File: config.mk
export PLATFORM = sky130hd
export DESIGN_NAME = swallow_divider
export DESIGN_NICKNAME = d
export VERILOG_FILES = /design/src/rtl/swallow_divider.sv
export SDC_FILE = /design/constraint.sdc
export NUM_CORES = 1
export LEC_CHECK = 0
export ABC_AREA = 1
export BUFFER_PORTS_ARGS = -buffer_cell sky130_fd_sc_hd__buf_2
export CELL_PAD_IN_SITES_DETAIL_PLACEMENT = 1
export CELL_PAD_IN_SITES_GLOBAL_PLACEMENT = 1
export CORE_MARGIN = 1.5
export CORE_UTILIZATION = 41
export CTS_BUF_LIST = sky130_fd_sc_hd__clkbuf_16
export DETAILED_ROUTE_END_ITERATION = 8
export MAX_ROUTING_LAYER = met4
export PLACE_DENSITY = 0.8
export SLEW_MARGIN = 0
export SYNTH_ARGS = -nofsm -noshare
export SYNTH_HDL_FRONTEND = slang
export SYNTH_SLANG_ARGS = --single-unit
export TNS_END_PERCENT = 20
File: constraint.sdc
create_clock -name clk -period 2.6 [get_ports clk]
set_clock_uncertainty 0.05 [all_clocks]
set_input_delay 0.13 -clock clk [delete_from_list [all_inputs] [get_ports clk]]
set_output_delay 0.13 -clock clk [all_outputs]
set_load 0.1 [all_outputs]
File: src/rtl/swallow_divider.sv
module swallow_divider #(
  parameter int BW = 13,
  parameter int AW = 5
) (
  input  logic          clk,
  input  logic          rst_n,
  input  logic [BW-1:0] b_ratio,
  input  logic [AW-1:0] a_swallow,
  input  logic [1:0]    p_sel,
  output logic          mod_ctl,
  output logic          fb_pulse,
  output logic          cfg_bad
);
  localparam logic [BW-1:0] ONE = BW'(1);

  logic          armed;
  logic [BW-1:0] mcnt;
  logic [AW-1:0] scnt;
  logic [BW-1:0] b_eff, a_wide, b_min;
  logic [AW-1:0] a_eff;
  logic          reload, a_over, bad_now;

  assign b_eff  = (b_ratio == '0) ? ONE : b_ratio;
  assign a_wide = BW'(a_swallow);
  assign a_over = a_wide > b_eff;
  assign a_eff  = a_over ? AW'(b_eff) : a_swallow;

  always_comb begin
    case (p_sel)
      2'b00:   b_min = BW'((1 << AW) - 1);
      2'b01:   b_min = BW'((1 << (AW - 1)) - 1);
      default: b_min = BW'((1 << (AW - 2)) - 1);
    endcase
  end

  assign bad_now = a_over || (b_eff < b_min) || (p_sel == 2'b11);
  assign reload  = !armed || (mcnt == '0);

  always_ff @(posedge clk or negedge rst_n) begin
    if (!rst_n) begin
      armed   <= 1'b0;
      mcnt    <= '0;
      scnt    <= '0;
      cfg_bad <= 1'b0;
    end else if (reload) begin
      armed   <= 1'b1;
      mcnt    <= b_eff - ONE;
      scnt    <= a_eff;
      cfg_bad <= bad_now;
    end else begin
      mcnt <= mcnt - ONE;
      if (scnt != '0) scnt <= scnt - AW'(1);
    end
  end

  assign mod_ctl  = scnt != '0;
  assign fb_pulse = armed && (mcnt == '0);

  logic [BW:0] s_ext, m_ext;
  assign s_ext = (BW+1)'(scnt);
  assign m_ext = (BW+1)'(mcnt) + (BW+1)'(1);


  idle_quiet_chk: assert property (@(posedge clk) disable iff (!rst_n)
    !armed |-> (!mod_ctl && !fb_pulse));


  swallow_done_chk: assert property (@(posedge clk) disable iff (!rst_n)
    (armed && !mod_ctl && !fb_pulse) |=> !mod_ctl);


  swallow_bound_chk: assert property (@(posedge clk) disable iff (!rst_n)
    armed |-> (s_ext <= m_ext));


  main_step_chk: assert property (@(posedge clk) disable iff (!rst_n)
    (armed && !fb_pulse) |=> (mcnt == $past(mcnt) - ONE));


  flag_hold_chk: assert property (@(posedge clk) disable iff (!rst_n)
    (armed && !fb_pulse) |=> $stable(cfg_bad));
endmodule

==> results.tsv, run 1 <==
stage	metric	value	unit
setup_path	cp-start-kind	register	
detailed_routing	drtPass1Iterations	4	
cts	clock-sinks	20	
global_route	grt_overflow	0	
cells_and_area	final_cell_mix	60 x nand2_1, 38 x inv_1, 24 x buf_2	
setup_path	critPathLaunch	mcnt[12]	
cts	cts_max_level	1	
cells_and_area	area_growth	15.60	%
cells_and_area	layout-drive-gt1-share	20.75	%
cells_and_area	final_common_cell	nand2_1	
setup_path	cp.required	2.69	ns
cells_and_area	fin_area	1947	um2
synthesis	avgSynthCellArea	6.988	um2
worst_hold_path	worstHoldPathType	in -> reg	
timing	hold_viol_final	0	
die	io_pins	25	
die	initial_core_util	42.41	%
timing	drv_slew	0	
timing	setup-violations-final	0	
pwr	p_leak	1.032	nW
synthesis	yosys_warnings	0	
cts	clockBufferDepth	2	
outcome	status	finished, final reports clean	
detailed_routing	route.detailed.drc	0	
synthesis	synth_cell_types	25	
synthesis	async_flop_share	100.0	%
die	die_height	67.09	um
cts	cts-buffers-inserted	3	
setup_path	rr_startpoint	mcnt[12]	
die	die_x	67.09	um
die	rows	23	
cells_and_area	nets	297	
run	drv_cap	0	
cts	clock_latency	0.25	ns
detailed_routing	final_antenna_net_count	0	
placed_design	detailedPlace.worstSlack	0.2081	ns
setup_path	path_class	reg -> reg	
timing	worst_slack	0.2340	ns
timing	fmax	422.7	MHz
setup_path	endpoint_kind	register	
global_route	grt_pass1_vias	1561	
global_route	antenna_found_initial	0	
synthesis	synth.cell_area	1684	um2
detailed_routing	drt_iter0_markers	94	
synthesis	synth-seq-area-share	29.72	%
synthesis	synth-seq-cells	20	
cts	root_buffer	clkbuf_16	
synthesis	synthCells	241	
detailed_routing	via_count	1567	
timing	post-route-period-util	91.00	%
die	die_area	4501	um2
timing	rsz0062_at_grt	false	
cells_and_area	diodes	0	
cts	cts.clk_slew.worst_paths	0.06	ns
placed_design	dp_hpwl	3581	um
synthesis	syn_nets	272	
pwr	vdd_drop_max	0.0002518	V
global_route	grt_pass1_wl	7320	um
placed_design	io_buffers	24	
global_route	grt_max_degree	23	
synthesis	synth_edf_count	0	
detailed_routing	avgRoutedWirePerCell	14.36	um
global_route	grt_use_total	22.55	%
setup_path	cp_max_fo	13	
synthesis	ys.flop_type	dfrtp_1	
setup_path	arrival	2.45	ns
detailed_routing	routed_wl	4524	um
timing	setup_tns	0	ns
placed_design	dpl_cell_area	1842	um2
placed_design	gp_congestion	0.8186	
cts	cts_tree	yes	
pwr	power_density	504.7	nW/um2
timing	finalCriticalPeriod	2.366	ns
cells_and_area	fin_util	49.02	%
worst_hold_path	hold_start	b_ratio[2]	
die	floorplan.core_area	3971	um2
detailed_routing	viasPerCell	4.975	
==> state kept, by name, indices dropped and copies added, names as in the netlist <==
| signal | count |
|---|---|
| cfg_bad | 1 |
| armed | 1 |
| mcnt | 13 |
| scnt | 5 |
==> cells by family after synthesis <==
family | synth area share, %
simple gates | 42.27
buf+inv | 10.85
flops | 29.72
compound gates | 5.052
xor+xnor | 5.201
fa+ha+maj | 6.687
other cells | 0.2227
==> power breakdown <==
group          leakage (nW)  switching [mW]  internal [mW]
sequential            0.227          0.0263          0.353
clock                0.0385           0.114          0.205
combinational         0.767           0.184          0.100
==> worst max-delay path: stages, from the launching register on <==
cell,delay (ns)
dfrtp_1,0.40
nor2_1,0.16
nand2_1,0.08
nor2_1,0.17
nand2_4,0.15
nand2_4,0.09
inv_1,0.10
nand2_1,0.07
nand2_1,0.08
inv_1,0.15
ha_2,0.26
nand2_1,0.11
nor2_4,0.14
nand2_1,0.09
xor2_1,0.14
==> cell usage after synthesis, types with 2 or more instances <==
cell / n / area [um2]
ha_1: 9 / 112.6
nand3b_1: 6 / 45.04
xnor2_1: 2 / 17.52
nor2_4: 3 / 33.78
o21ai_0: 6 / 30.03
nor3_1: 2 / 10.01
nand4_1: 6 / 37.54
inv_1: 38 / 142.6
nor2_2: 4 / 25.02
buf_2: 2 / 10.01
nand3_1: 20 / 100.1
nand2_2: 10 / 62.56
a21oi_1: 5 / 25.02
clkbuf_1: 4 / 15.01
nand2_4: 7 / 78.83
dfrtp_1: 20 / 500.5
nor2_1: 20 / 75.07
xor2_1: 8 / 70.07
o211ai_1: 4 / 30.03
nand2_1: 60 / 225.2
==> stage by stage <==
step / total power, mW / std cells / hold slack (ns)
floorplan: 0.5823 / 241 / -0.2156
global placement: 0.6564 / 310 / 0.07578
detailed placement: 0.6629 / 310 / 0.07232
CTS: 0.9913 / 315 / 0.1703
global route: 1.043 / 315 / 0.2119
finish: 0.9825 / 315 / 0.1722
==> path summary, 6_finish.rpt <==
kind                             to  slack [ns]  cells after the start
setup / recovery            mcnt[8]        0.23                     14
hold / removal              scnt[2]        0.17                      3
min in group asynchronous  mcnt[12]        0.32                      2
max in group asynchronous   cfg_bad        1.85                      2
hold reg to reg             cfg_bad        0.45                      2
setup reg to reg            mcnt[8]        0.23                     14
==> area by class of cell <==
class | count | area [um2]
Fill cell | 540 | 2024
Clock buffer | 3 | 75.07
Inverter | 38 | 142.6
Timing Repair Buffer | 27 | 148.9
Multi-Input combinational cell | 176 | 1013
Clock inverter | 1 | 3.754
Tap cell | 50 | 62.56
Sequential cell | 20 | 500.5
==> layer usage <==
metal  track usage, %  up-vias  wire, um
met1            29.09      747      2145
met4            3.827        0        33
met3            2.534        4        96
met2            38.49       16      2248
met5                -        -         0
li1                 -      800         -
==> what timing repair did <==
action	CTS	global route
buffers inserted	0	0
hold endpoints to repair	20	0
resized for setup	0	4
hold buffers	1	0
endpoints found under the setup margin	0	3
No activity file was read; power rests on OpenSTA's default activity.
==> run 2, diff against run 1 <==
Settings changed: CORE_UTILIZATION 41 to 37, PLACE_DENSITY 0.8 to 0.76.
Clock period 2.6 ns to 1.95 ns, I/O delays scaled along.
==> run 2 against run 1 <==
The run now ends with setup timing left; cell count up 7.3%; global-route usage down 0.38 points; register-to-register slack worse by 0.35 ns; clock power up 35%; maximum frequency up 14%; critical path depth down 1; via count up 7.1%; sequential power up 33%; highest routed layer unchanged.
==> results.tsv, run 2 (synthesized netlist as in run 1, its figures left out) <==
stage	metric	value	unit	change
timing	finalCriticalPeriod	2.070	ns	-0.2958 ns
pwr	sw_frac_of_total	34.43	%	+1.4 points
pwr	pwr-share-comb	34.6	%	+5.7 points
detailed_routing	viasPerCell	4.964		-0.20%
cells_and_area	largest-register	mcnt		
timing	fmax	483.0	MHz	+14%
setup_path	cp.depth	13		-1
detailed_routing	routed_wl	5615	um	+24%
cts	cts_max_level	1		unchanged
pwr	internal-power	0.9381	mW	+43%
global_route	grt_max_degree	21		-8.7%
pwr	power_density	625.2	nW/um2	+24%
setup_path	rr_worst_depth	13		-1
placed_design	detailedPlace.worstSlack	-0.04696	ns	-0.2551 ns
pwr	p_seq_share	35.4	%	-3.2 points
setup_path	path_class	reg -> reg		
die	initial_core_util	38.68	%	-3.7 points
detailed_routing	route.detailed.drc	0		unchanged
cts	cts-buffers-inserted	3		unchanged
setup_path	arrival	2.15	ns	-0.30 ns
die	floorplan.core_area	4354	um2	+9.6%
die	die_area	4965	um2	+10%
cells_and_area	layout-drive-gt1-share	36.71	%	+16 points
detailed_routing	final_antenna_net_count	0		unchanged
setup_path	slowest_stage	dfrtp_1		
worst_hold_path	worstHoldPathType	in -> reg		
cells_and_area	area_growth	35.88	%	
detailed_routing	drt_iter0_markers	63		-33%
worst_hold_path	min_path_cells	5		+2
die	die_height	70.47	um	+5.0%
setup_path	critPathTopFamily	simple AND/OR/NAND/NOR gates		
cells_and_area	largest_reg_flops	13		unchanged
cells_and_area	multi_input_area	1159	um2	+14%
setup_path	path_common_cell	nand2_4		
pwr	p_switching	0.4926	mW	+52%
die	die_x	70.47	um	+5.0%
timing	rsz0062_at_grt	true		
global_route	grt_use_total	22.17	%	-0.38 points
placed_design	gp_congestion	0.8476		+3.5%
cells_and_area	nFillCells	572		+5.9%
detailed_routing	drtPass1Iterations	4		unchanged
setup_path	slowest_delay	0.39	ns	about the same
cells_and_area	final_cell_mix	42 x nand2_1, 36 x inv_1, 23 x buf_2, 20 x dfrtp_1, 20 x buf_4		
cts	cts_tree	yes		
cells_and_area	diodes	0		unchanged
pwr	clockPowerShare	30.0	%	-2.4 points
timing	hold_viol_final	0		unchanged
cts	clock_latency	0.25	ns	about the same
cells_and_area	nets	318		+7.1%
timing	worst_slack	-0.1202	ns	-0.3542 ns
setup_path	endpoint_kind	register		
setup_path	cp.required	2.03	ns	-0.66 ns
timing	drv_slew	0		unchanged
cells_and_area	final_common_cell	nand2_1		
pwr	finalPower	1.431	mW	+46%
outcome	violations	setup timing		
die	rows	24		+4.3%
cts	clock-sinks	20		unchanged
setup_path	crit_buf_inv	2		unchanged
placed_design	io_buffers	24		unchanged
cts	cts.clk_slew.worst_paths	0.06	ns	about the same
detailed_routing	avgRoutedWirePerCell	16.61	um	+16%
global_route	grt_pass1_wl	8376	um	+14%
timing	setup-violations-final	6		+6
cts	clockBufferDepth	2		unchanged
cells_and_area	largestRegisters	mcnt: 13 flops, scnt: 5 flops		
pwr	vdd_drop_max	0.0002318	V	-7.9%
global_route	antenna_found_initial	0		unchanged
pwr	p_leak	1.170	nW	+13%
placed_design	dp_hpwl	3753	um	+4.8%
detailed_routing	via_count	1678		+7.1%
setup_path	cp-start-kind	register		
run	drv_cap	0		unchanged
outcome	status	complete, but fails checks		
global_route	grt_pass1_vias	1777		+14%
cts	root_buffer	clkbuf_16		
cells_and_area	regArea	500.5	um2	unchanged
global_route	grt_overflow	0		unchanged
setup_path	worstPathCellList	nor2_1 -> nand2_1 -> nor2_2 -> nand2_2 -> nand2_4 -> buf_12 -> buf_12 -> nand2_2 -> nand2_4 -> nand2_4 -> nor2_4 -> nand2_1 -> xor2_1		
setup_path	cp_max_fo	7		-6
die	io_pins	25		unchanged
timing	post-route-period-util	106.2	%	+15 points
run 2: cell types whose count changed in the layout (fill, tap and decap cells not counted), sizes merged:
| cell | delta |
|---|---|
| buf | +20 |
| clkbuf | +1 |
run 2: power groups by stage:
stage          sequential, mW  combinational, mW  clock (mW)
6_report                0.506              0.495       0.430
3_5_place_dp            0.510              0.397           0
4_1_cts                 0.503              0.420       0.437
5_1_grt                 0.513              0.547       0.462
2_1_floorplan           0.516              0.261           0
3_3_place_gp            0.508              0.388           0
run 2: layout make-up:
type                            instances  area share [%]
Clock inverter                          1          0.1640
Timing Repair Buffer                   48           14.98
Sequential cell                        20           21.87
Tap cell                               52           2.843
Inverter                               38           6.233
Clock buffer                            3           3.280
Multi-Input combinational cell        176           50.63
run 2: path summary, 6_finish.rpt:
kind | startpoint | to | slack [ns]
setup / recovery | mcnt[12] | mcnt[8] | -0.12
hold / removal | a_swallow[1] | scnt[1] | 0.17
setup reg to reg | mcnt[12] | mcnt[8] | -0.12
hold reg to reg | cfg_bad | cfg_bad | 0.45
max in group asynchronous | rst_n | scnt[3] | 1.24
min in group asynchronous | rst_n | mcnt[7] | 0.29
run 2: what timing repair did:
item | 4_1_cts | 5_1_grt
pin swaps | 6 | 29
buffers inserted | 2 | 6
gates resized for setup | 7 | 38
hold endpoints to repair | 20 | 0
hold buffers | 1 | 0
setup endpoints to repair | 5 | 12
run 2: worst min-delay path, cell delays in order:
cell	delay, ns
buf_2	0.09
nand2_1	0.05
nand3_1	0.09
nand2_1	0.06
nand2_1	0.05
run 2: stage by stage:
step	instance area (um2)	std cells	util (%)	setup TNS, ns	hold WS (ns)
2_1_floorplan	1687	241	-	-0.4385	-0.2481
3_3_place_gp	1957	325	44.94	-0.03371	0.03296
3_5_place_dp	1957	325	44.94	-0.07614	0.03842
4_1_cts	2106	332	48.36	-0.01150	0.1676
5_1_grt	2288	338	52.56	-1.033	0.1856
6_report	2288	338	52.56	-0.2412	0.1740
run 2: metal layers:
metal / up-vias / track usage [%] / share of wire (%)
met5: - / - / 0
met4: 0 / 5.983 / 1.9
met3: 8 / 1.732 / 2.1
met2: 27 / 36.58 / 50
met1: 805 / 29.35 / 46
li1: 838 / - / -
